**src/rtl/bmdma_pkg.sv**
```systemverilog
package bmdma_pkg;

  typedef enum logic [2:0] {
    ST_IDLE,
    ST_ARMED,
    ST_REQ,
    ST_MOVE,
    ST_DROP,
    ST_HANDBACK,
    ST_FINISH
  } bm_state_e;

  typedef struct packed {
    logic hold_addr;
    logic mem_to_per;
  } bm_style_t;

  localparam int unsigned CTRL_GO   = 0;
  localparam int unsigned CTRL_DIR  = 1;
  localparam int unsigned CTRL_HOLD = 2;

  // words carried in the next bus ownership
  function automatic logic [31:0] bm_burst_words(input logic [31:0] blk,
                                                 input logic [31:0] rem);
    logic [31:0] eff;
    eff = (blk == 32'd0) ? 32'd1 : blk;
    return (eff < rem) ? eff : rem;
  endfunction

  // address used by the access after a completed one
  function automatic logic [31:0] bm_step_addr(input logic [31:0] addr,
                                               input logic hold);
    return hold ? addr : addr + 32'd1;
  endfunction

endpackage

```
**src/rtl/bmdma_regs.sv**
```systemverilog
module bmdma_regs
  import bmdma_pkg::*;
#(
  parameter int AW = 16,
  parameter int LW = 12
) (
  input  logic          clk,
  input  logic          rst_n,
  input  logic          cfg_we,
  input  logic [1:0]    cfg_sel,
  input  logic [AW-1:0] cfg_wdata,
  input  logic          busy,
  output logic [AW-1:0] start_addr,
  output logic [LW-1:0] total_len,
  output logic [LW-1:0] blk_len,
  output bm_style_t     style,
  output logic          go
);

  logic wr_ok;
  assign wr_ok = cfg_we && !busy;
  assign go    = wr_ok && (cfg_sel == 2'd3) && cfg_wdata[CTRL_GO];

  always_ff @(posedge clk) begin
    if (!rst_n) begin
      start_addr <= '0;
      total_len  <= '0;
      blk_len    <= '0;
      style      <= '0;
    end else if (wr_ok) begin
      case (cfg_sel)
        2'd0:    start_addr <= cfg_wdata;
        2'd1:    total_len  <= cfg_wdata[LW-1:0];
        2'd2:    blk_len    <= cfg_wdata[LW-1:0];
        default: begin
          style.mem_to_per <= cfg_wdata[CTRL_DIR];
          style.hold_addr  <= cfg_wdata[CTRL_HOLD];
        end
      endcase
    end
  end

  // setup is frozen while a transfer runs
  p_cfg_frozen_r1: assert property (@(posedge clk) disable iff (!rst_n)
    busy |=> ($stable(style) && $stable(start_addr) && $stable(total_len)));

endmodule

```
**src/rtl/bmdma_datapath.sv**
```systemverilog
module bmdma_datapath
  import bmdma_pkg::*;
#(
  parameter int AW = 16,
  parameter int LW = 12
) (
  input  logic          clk,
  input  logic          rst_n,
  input  logic          load,
  input  logic [AW-1:0] start_addr,
  input  logic [LW-1:0] total_len,
  input  logic [LW-1:0] blk_len,
  input  logic          hold_addr,
  input  logic          blk_load,
  input  logic          beat,
  output logic [AW-1:0] cur_addr,
  output logic          remain_zero,
  output logic          blk_last
);

  logic [AW-1:0] addr_q;
  logic [LW-1:0] remain_q;
  logic [LW-1:0] blk_left_q;

  always_ff @(posedge clk) begin
    if (!rst_n) begin
      addr_q     <= '0;
      remain_q   <= '0;
      blk_left_q <= '0;
    end else begin
      if (load) begin
        addr_q   <= start_addr;
        remain_q <= total_len;
      end else if (beat) begin
        addr_q   <= AW'(bm_step_addr(32'(addr_q), hold_addr));
        remain_q <= remain_q - LW'(1);
      end
      if (blk_load)
        blk_left_q <= LW'(bm_burst_words(32'(blk_len), 32'(remain_q)));
      else if (beat)
        blk_left_q <= blk_left_q - LW'(1);
    end
  end

  assign cur_addr    = addr_q;
  assign remain_zero = (remain_q == '0);
  assign blk_last    = (blk_left_q == LW'(1));

  // no access beyond the block or the remaining count
  p_beat_in_block_r6: assert property (@(posedge clk) disable iff (!rst_n)
    beat |-> (blk_left_q != '0) && (remain_q != '0));

  // fixed mode keeps the address after an access
  p_hold_addr_r3: assert property (@(posedge clk) disable iff (!rst_n)
    (beat && hold_addr) |=> (addr_q == $past(addr_q)));

endmodule

```
**src/rtl/bmdma_ctrl.sv**
```systemverilog
module bmdma_ctrl
  import bmdma_pkg::*;
(
  input  logic clk,
  input  logic rst_n,
  input  logic go,
  input  logic len_zero,
  input  logic per_avail,
  input  logic bus_ack,
  input  logic bus_ready,
  input  logic blk_last,
  input  logic remain_zero,
  output logic bus_req,
  output logic bus_valid,
  output logic blk_load,
  output logic beat,
  output logic irq,
  output logic done,
  output logic busy
);

  bm_state_e state_q, state_d;

  always_comb begin
    state_d = state_q;
    unique case (state_q)
      ST_IDLE:     if (go) state_d = len_zero ? ST_FINISH : ST_ARMED;
      ST_ARMED:    if (per_avail) state_d = ST_REQ;
      ST_REQ:      if (bus_ack) state_d = ST_MOVE;
      ST_MOVE:     if (bus_ready && blk_last) state_d = ST_DROP;
      ST_DROP:     state_d = ST_HANDBACK;
      ST_HANDBACK: if (!bus_ack) state_d = remain_zero ? ST_FINISH : ST_ARMED;
      ST_FINISH:   state_d = ST_IDLE;
      default:     state_d = ST_IDLE;
    endcase
  end

  always_ff @(posedge clk) begin
    if (!rst_n) begin
      state_q <= ST_IDLE;
      done    <= 1'b0;
    end else begin
      state_q <= state_d;
      if (go) done <= 1'b0;
      else if (state_q == ST_FINISH) done <= 1'b1;
    end
  end

  assign bus_req   = (state_q == ST_REQ) || (state_q == ST_MOVE) || (state_q == ST_DROP);
  assign bus_valid = (state_q == ST_MOVE);
  assign beat      = bus_valid && bus_ready;
  assign blk_load  = (state_q == ST_ARMED) && per_avail;
  assign irq       = (state_q == ST_FINISH);
  assign busy      = (state_q != ST_IDLE);

  // the bus is driven only while owned
  p_own_before_drive_r2: assert property (@(posedge clk) disable iff (!rst_n)
    bus_valid |-> (bus_req && bus_ack));

  // request falls only after a cycle with the bus idle
  p_release_order_r6: assert property (@(posedge clk) disable iff (!rst_n)
    $fell(bus_req) |-> !$past(bus_valid));

  // completion pulse lasts one cycle and leaves done set
  p_irq_single_r8: assert property (@(posedge clk) disable iff (!rst_n)
    irq |=> (!irq && done));

  // zero count completes at once without a request
  p_zero_len_r9: assert property (@(posedge clk) disable iff (!rst_n)
    (go && len_zero) |=> (irq && !bus_req));

endmodule

```
**src/rtl/busmaster_dma.sv**
```systemverilog
module busmaster_dma
  import bmdma_pkg::*;
#(
  parameter int AW = 16,
  parameter int DW = 16,
  parameter int LW = 12
) (
  input  logic          clk,
  input  logic          rst_n,
  input  logic          cfg_we,
  input  logic [1:0]    cfg_sel,
  input  logic [AW-1:0] cfg_wdata,
  input  logic          per_avail,
  input  logic [DW-1:0] per_rd_data,
  output logic          per_pop,
  output logic [DW-1:0] per_wr_data,
  output logic          per_push,
  output logic          bus_req,
  input  logic          bus_ack,
  output logic          bus_valid,
  output logic          bus_we,
  output logic [AW-1:0] bus_addr,
  output logic [DW-1:0] bus_wdata,
  input  logic [DW-1:0] bus_rdata,
  input  logic          bus_ready,
  output logic          done,
  output logic          irq
);

  localparam int CTRL_BITS = 3;

  logic [AW-1:0] start_addr, cur_addr;
  logic [LW-1:0] total_len, blk_len;
  bm_style_t     style;
  logic          go, busy, blk_load, beat, remain_zero, blk_last, len_zero;
  logic          to_mem;

  bmdma_regs #(.AW(AW), .LW(LW)) u_regs (
    .clk(clk), .rst_n(rst_n), .cfg_we(cfg_we), .cfg_sel(cfg_sel),
    .cfg_wdata(cfg_wdata), .busy(busy), .start_addr(start_addr),
    .total_len(total_len), .blk_len(blk_len), .style(style), .go(go)
  );

  bmdma_datapath #(.AW(AW), .LW(LW)) u_path (
    .clk(clk), .rst_n(rst_n), .load(go), .start_addr(start_addr),
    .total_len(total_len), .blk_len(blk_len), .hold_addr(style.hold_addr),
    .blk_load(blk_load), .beat(beat), .cur_addr(cur_addr),
    .remain_zero(remain_zero), .blk_last(blk_last)
  );

  assign len_zero = (total_len == '0);

  bmdma_ctrl u_ctrl (
    .clk(clk), .rst_n(rst_n), .go(go), .len_zero(len_zero),
    .per_avail(per_avail), .bus_ack(bus_ack), .bus_ready(bus_ready),
    .blk_last(blk_last), .remain_zero(remain_zero), .bus_req(bus_req),
    .bus_valid(bus_valid), .blk_load(blk_load), .beat(beat), .irq(irq),
    .done(done), .busy(busy)
  );

  assign to_mem      = !style.mem_to_per;
  assign bus_addr    = bus_valid ? cur_addr : '0;
  assign bus_we      = bus_valid && to_mem;
  assign bus_wdata   = (bus_valid && to_mem) ? per_rd_data : '0;
  assign per_pop     = beat && to_mem;
  assign per_push    = beat && !to_mem;
  assign per_wr_data = bus_rdata;

  // a stalled access holds address and valid
  p_stall_hold_r5: assert property (@(posedge clk) disable iff (!rst_n)
    (bus_valid && !bus_ready) |=> (bus_valid && $stable(bus_addr)));

  // only one peripheral strobe at a time
  p_one_strobe_r4: assert property (@(posedge clk) disable iff (!rst_n)
    $onehot0({per_pop, per_push}));

  initial begin
    p_widths_r1: assert (AW >= LW && AW >= CTRL_BITS && AW <= 32);
  end

endmodule

```
**config.mk**
```make
export PLATFORM = sky130hd
export DESIGN_NAME = busmaster_dma
export DESIGN_NICKNAME = d
export VERILOG_FILES = /design/src/rtl/bmdma_pkg.sv /design/src/rtl/bmdma_regs.sv /design/src/rtl/bmdma_datapath.sv /design/src/rtl/bmdma_ctrl.sv /design/src/rtl/busmaster_dma.sv
export SDC_FILE = /design/constraint.sdc
export NUM_CORES = 1
export LEC_CHECK = 0
export ABC_CLOCK_PERIOD_IN_PS = 5150
export BUFFER_PORTS_ARGS = -buffer_cell sky130_fd_sc_hd__buf_2
export CAP_MARGIN = 25
export CORE_ASPECT_RATIO = 0.5
export CORE_UTILIZATION = 58
export CTS_CLUSTER_DIAMETER = 150
export DETAILED_ROUTE_END_ITERATION = 16
export MAX_ROUTING_LAYER = met4
export PLACE_DENSITY_LB_ADDON = 0.25
export REMOVE_ABC_BUFFERS = 1
export SYNTH_ARGS = -nofsm -noshare
export SYNTH_HDL_FRONTEND = slang
export SYNTH_SLANG_ARGS = --single-unit
```
**constraint.sdc**
```tcl
create_clock -name clk -period 5.15 [get_ports clk]
set_clock_uncertainty 0.05 [all_clocks]
set_input_delay 1.03 -clock clk [delete_from_list [all_inputs] [get_ports clk]]
set_output_delay 1.03 -clock clk [all_outputs]
set_load 0.02 [all_outputs]
```
==> results by group <==
Run status
  – Run status: finished, final reports clean

Pwr
  – Clock power share: 0.300
  – Sw power: 0.6929 mW
  – Leak: 2.346 nW
  – Gate power share: 0.283
  – Sw Share: 0.3451
  – Seq pwr share: 0.418
  – Cell area power density: between 300 and 400 nW/um^2
  – Cell internal pwr: 1.315 mW
  – VDD IR max: between 0.2 and 0.25 mV

Synthesis
  – Post-Synth Simple-Gate Area: 0.2232
  – Predominant post-synthesis flop cell: dfxtp_1
  – Yosys top cell area share: 0.3647
  – Yosys top cell by area: dfxtp_1
  – Seq cells post-synth: 86
  – Synth area leaders: dfxtp_1 (36%), mux2i_1 (11%), nor2_1 (5.8%)
  – Post-Syn Instances: 565
  – Yosys warning count: 0
  – Synthesized area: 4721 um^2
  – Number of distinct library cells after synthesis: 56
  – Post-synth EDFFs: 0
  – Ys async rst share: 0
  – Largest family of logic cells by synthesized area: simple AND/OR/NAND/NOR gates
  – Top-count cell post-synth: dfxtp_1
  – Post-Synth Adder-Cell Area: 0.03976
  – Sequential fraction of the synthesis area: 0.3647
  – Synth top cells by count: dfxtp_1 (86), nor2_1 (73), mux2i_1 (52)
  – Avg Synthesized Cell Area: 8.355 um^2
  – Synth Area in Compound Gates: 0.1524
  – Post-synthesis mux area share: 0.1103
  – Xor-xnor portion of the synthesized cell area: 0.03525

Clock network
  – Post_cts resized: 0
  – Deepest clock path buffer count: 2
  – Root Driver: clkbuf_16
  – Worst skew pair latency: 340 ps
  – CTS HTree Levels: 3
  – Clk pin slew, worst setup/hold paths: about 70 ps
  – Cts bufs inserted: 9
  – Post-cts hold buffer count: 0
  – CTS tree: yes
  – Clk sinks: 86
  – Setup repair bufs after CTS: 0

Floorplan
  – I/O pin count: 111
  – Die Y: 65.80 um
  – Die area: 8526 um^2
  – Die Width: roughly 130 um
  – Row count: 22
  – Core area: 7597 um^2
  – Starting density of the core: 0.6214

Detailed routing
  – Vias per inst: 5.742
  – Wirelength, routed: 11.41 mm
  – WL per Instance: 15.85 um
  – DR DRC count: 0
  – Pre-Repair DR Iteration Count: 5
  – ANT nets after route: 0
  – Via count: 4134
  – DR iter-0 viols: 361

Hold path
  – Min-delay src: u_regs.start_addr[3]
  – Worst hold endpoint: u_path.cur_addr[3]
  – WHS Path Cells: 2
  – HP Class: reg -> reg

Global routing
  – GRT overflow: 0
  – GRT Overall Usage: 0.2944
  – Vias in the first global route: between 3000 and 4000
  – Initial antenna violation count: 0
  – First-pass GRT wire length: roughly 18 mm
  – Largest net degree at the start of global routing: 64

Finish
  – Multi-input gate area: 2658 um^2
  – Final Instance Area: 5289 um^2
  – Area Growth Syn to Fin: 12.03%
  – Fin nets: 678
  – Layout cell share with drive strength beyond 1: 0.1814
  – Non-Filler Instances: 720
  – Filler cells: 633
  – Reg area: between 1500 and 2000 um^2
  – Ant. Diodes: 0

Critical path
  – Worst-path fanout max: 18
  – Reg2reg setup slack: 2310 ps
  – CP Capture Type: output pin
  – CP Data Arrival Time: 2110 ps
  – Crit Path Category: reg -> out
  – R2R depth: 6
  – R2R Path End: u_path.remain_q[1]
  – Critical path data required time: around 4100 ps
  – Critical Path Start Type: flop
  – Reg2reg start: u_ctrl.state_q[1]

Timing
  – Final worst slack: 1963 ps
  – Rel. slew slack: 0.3157
  – RSZ-0062 raised after global routing: no
  – Final setup viols: 0
  – Final TNS setup: 0 ps
  – Final Critical Period: 3187 ps
  – Max Slew Vio Count: 0
  – Max Fclk: ~0.31 GHz
  – Final worst-path cycle share: 0.6189
  – Slew @ Worst Pin: approximately 1000 ps
  – Final Hold Viols: 0

Placed design
  – Detailed Place HPWL: between 8 and 9 mm
  – Placement Cell Area: approximately 5000 um^2
  – Placed Cells: 703
  – GP Congestion: ~0.85
  – Port Buf Inserts: 78
  – Dpl ws: slightly below 2000 ps

Flow run
  – Max Cap Viol: 0
-- cells by family after synthesis --
logic type,after synthesis
XOR/XNOR,19
adder cells (fa/ha/maj),15
flip-flops,86
multiplexers,52
buffers and inverters,72
AND/OR/NAND/NOR,205
AO/OA/AOI/OAI,116
-- flip-flops by register name (all words and copies together), names as in the netlist --
signal	cells
u_ctrl.done	1
u_ctrl.state_q	3
u_path.blk_left_q	12
u_path.cur_addr	16
u_path.remain_q	12
u_regs.blk_len	12
u_regs.start_addr	16
u_regs.style	2
u_regs.total_len	12
-- stage by stage --
stage | total power, mW | hold WS, ps | utilization
floorplan | 1.260 | 381.3 | -
global placement | 1.398 | 394.2 | 0.6594
detailed placement | 1.409 | 398.1 | 0.6594
CTS | 2.007 | 406.2 | 0.6952
global route | 2.120 | 430.0 | 0.6961
finish | 2.008 | 409.1 | 0.6961
-- routing by layer --
metal | global-route usage | routed length (um) | vias to the layer above
met5 | - | 0 | -
met4 | 0.07413 | 84 | 0
met3 | 0.07767 | 917 | 12
met2 | 0.4392 | 4894 | 173
met1 | 0.3974 | 5515 | 1882
li1 | - | - | 2067
-- cell type report --
| cell class | count | area share |
|---|---|---|
| clock buffers | 9 | 0.04258 |
| multi-input cells | 407 | 0.5025 |
| inverters | 20 | 0.01419 |
| flip-flops and latches | 86 | 0.3255 |
| clock inverters | 7 | 0.008753 |
| well taps | 108 | 0.02555 |
| repair buffers | 83 | 0.08091 |
-- worst max path at each step --
stage                            from  slack [ps]  cells past startpoint                   end
finish              u_ctrl.state_q[1]        1960                      5          bus_addr[10]
global route        u_ctrl.state_q[1]        1810                      5           bus_addr[7]
CTS                 u_ctrl.state_q[1]        1530                      4          bus_addr[10]
detailed placement             cfg_we        1930                      7    u_path.cur_addr[0]
global placement               cfg_we        1980                      7    u_path.cur_addr[0]
floorplan                      cfg_we        1490                      4  u_regs.start_addr[0]
-- worst max-delay path: stages (launching register included) --
cell and delay [ps]:
dfxtp_1 720, nand2_1 210, nor2_1 260, buf_4 260
and2_1 150, buf_2 160
-- power groups by stage --
stage	sequential [mW]	clock (mW)	combinational, mW
after CTS	0.836	0.606	0.565
after global placement	0.846	0	0.551
after global routing	0.851	0.633	0.636
final	0.838	0.602	0.568
after detailed placement	0.850	0	0.560
after floorplan	0.823	0	0.437
-- cell usage in the layout (no fill, tap or decap), types with 10 or more instances in the layout --
cell     count
inv_1       19
and2_1      34
dfxtp_1     86
mux2i_1     52
ha_1        15
a21oi_1     43
o21ai_0     30
xor2_1      13
nor4_1      10
nand3_1     19
nor2_1      73
nand2_1     27
buf_2       78
No activity file was read; power rests on OpenSTA's default activity.
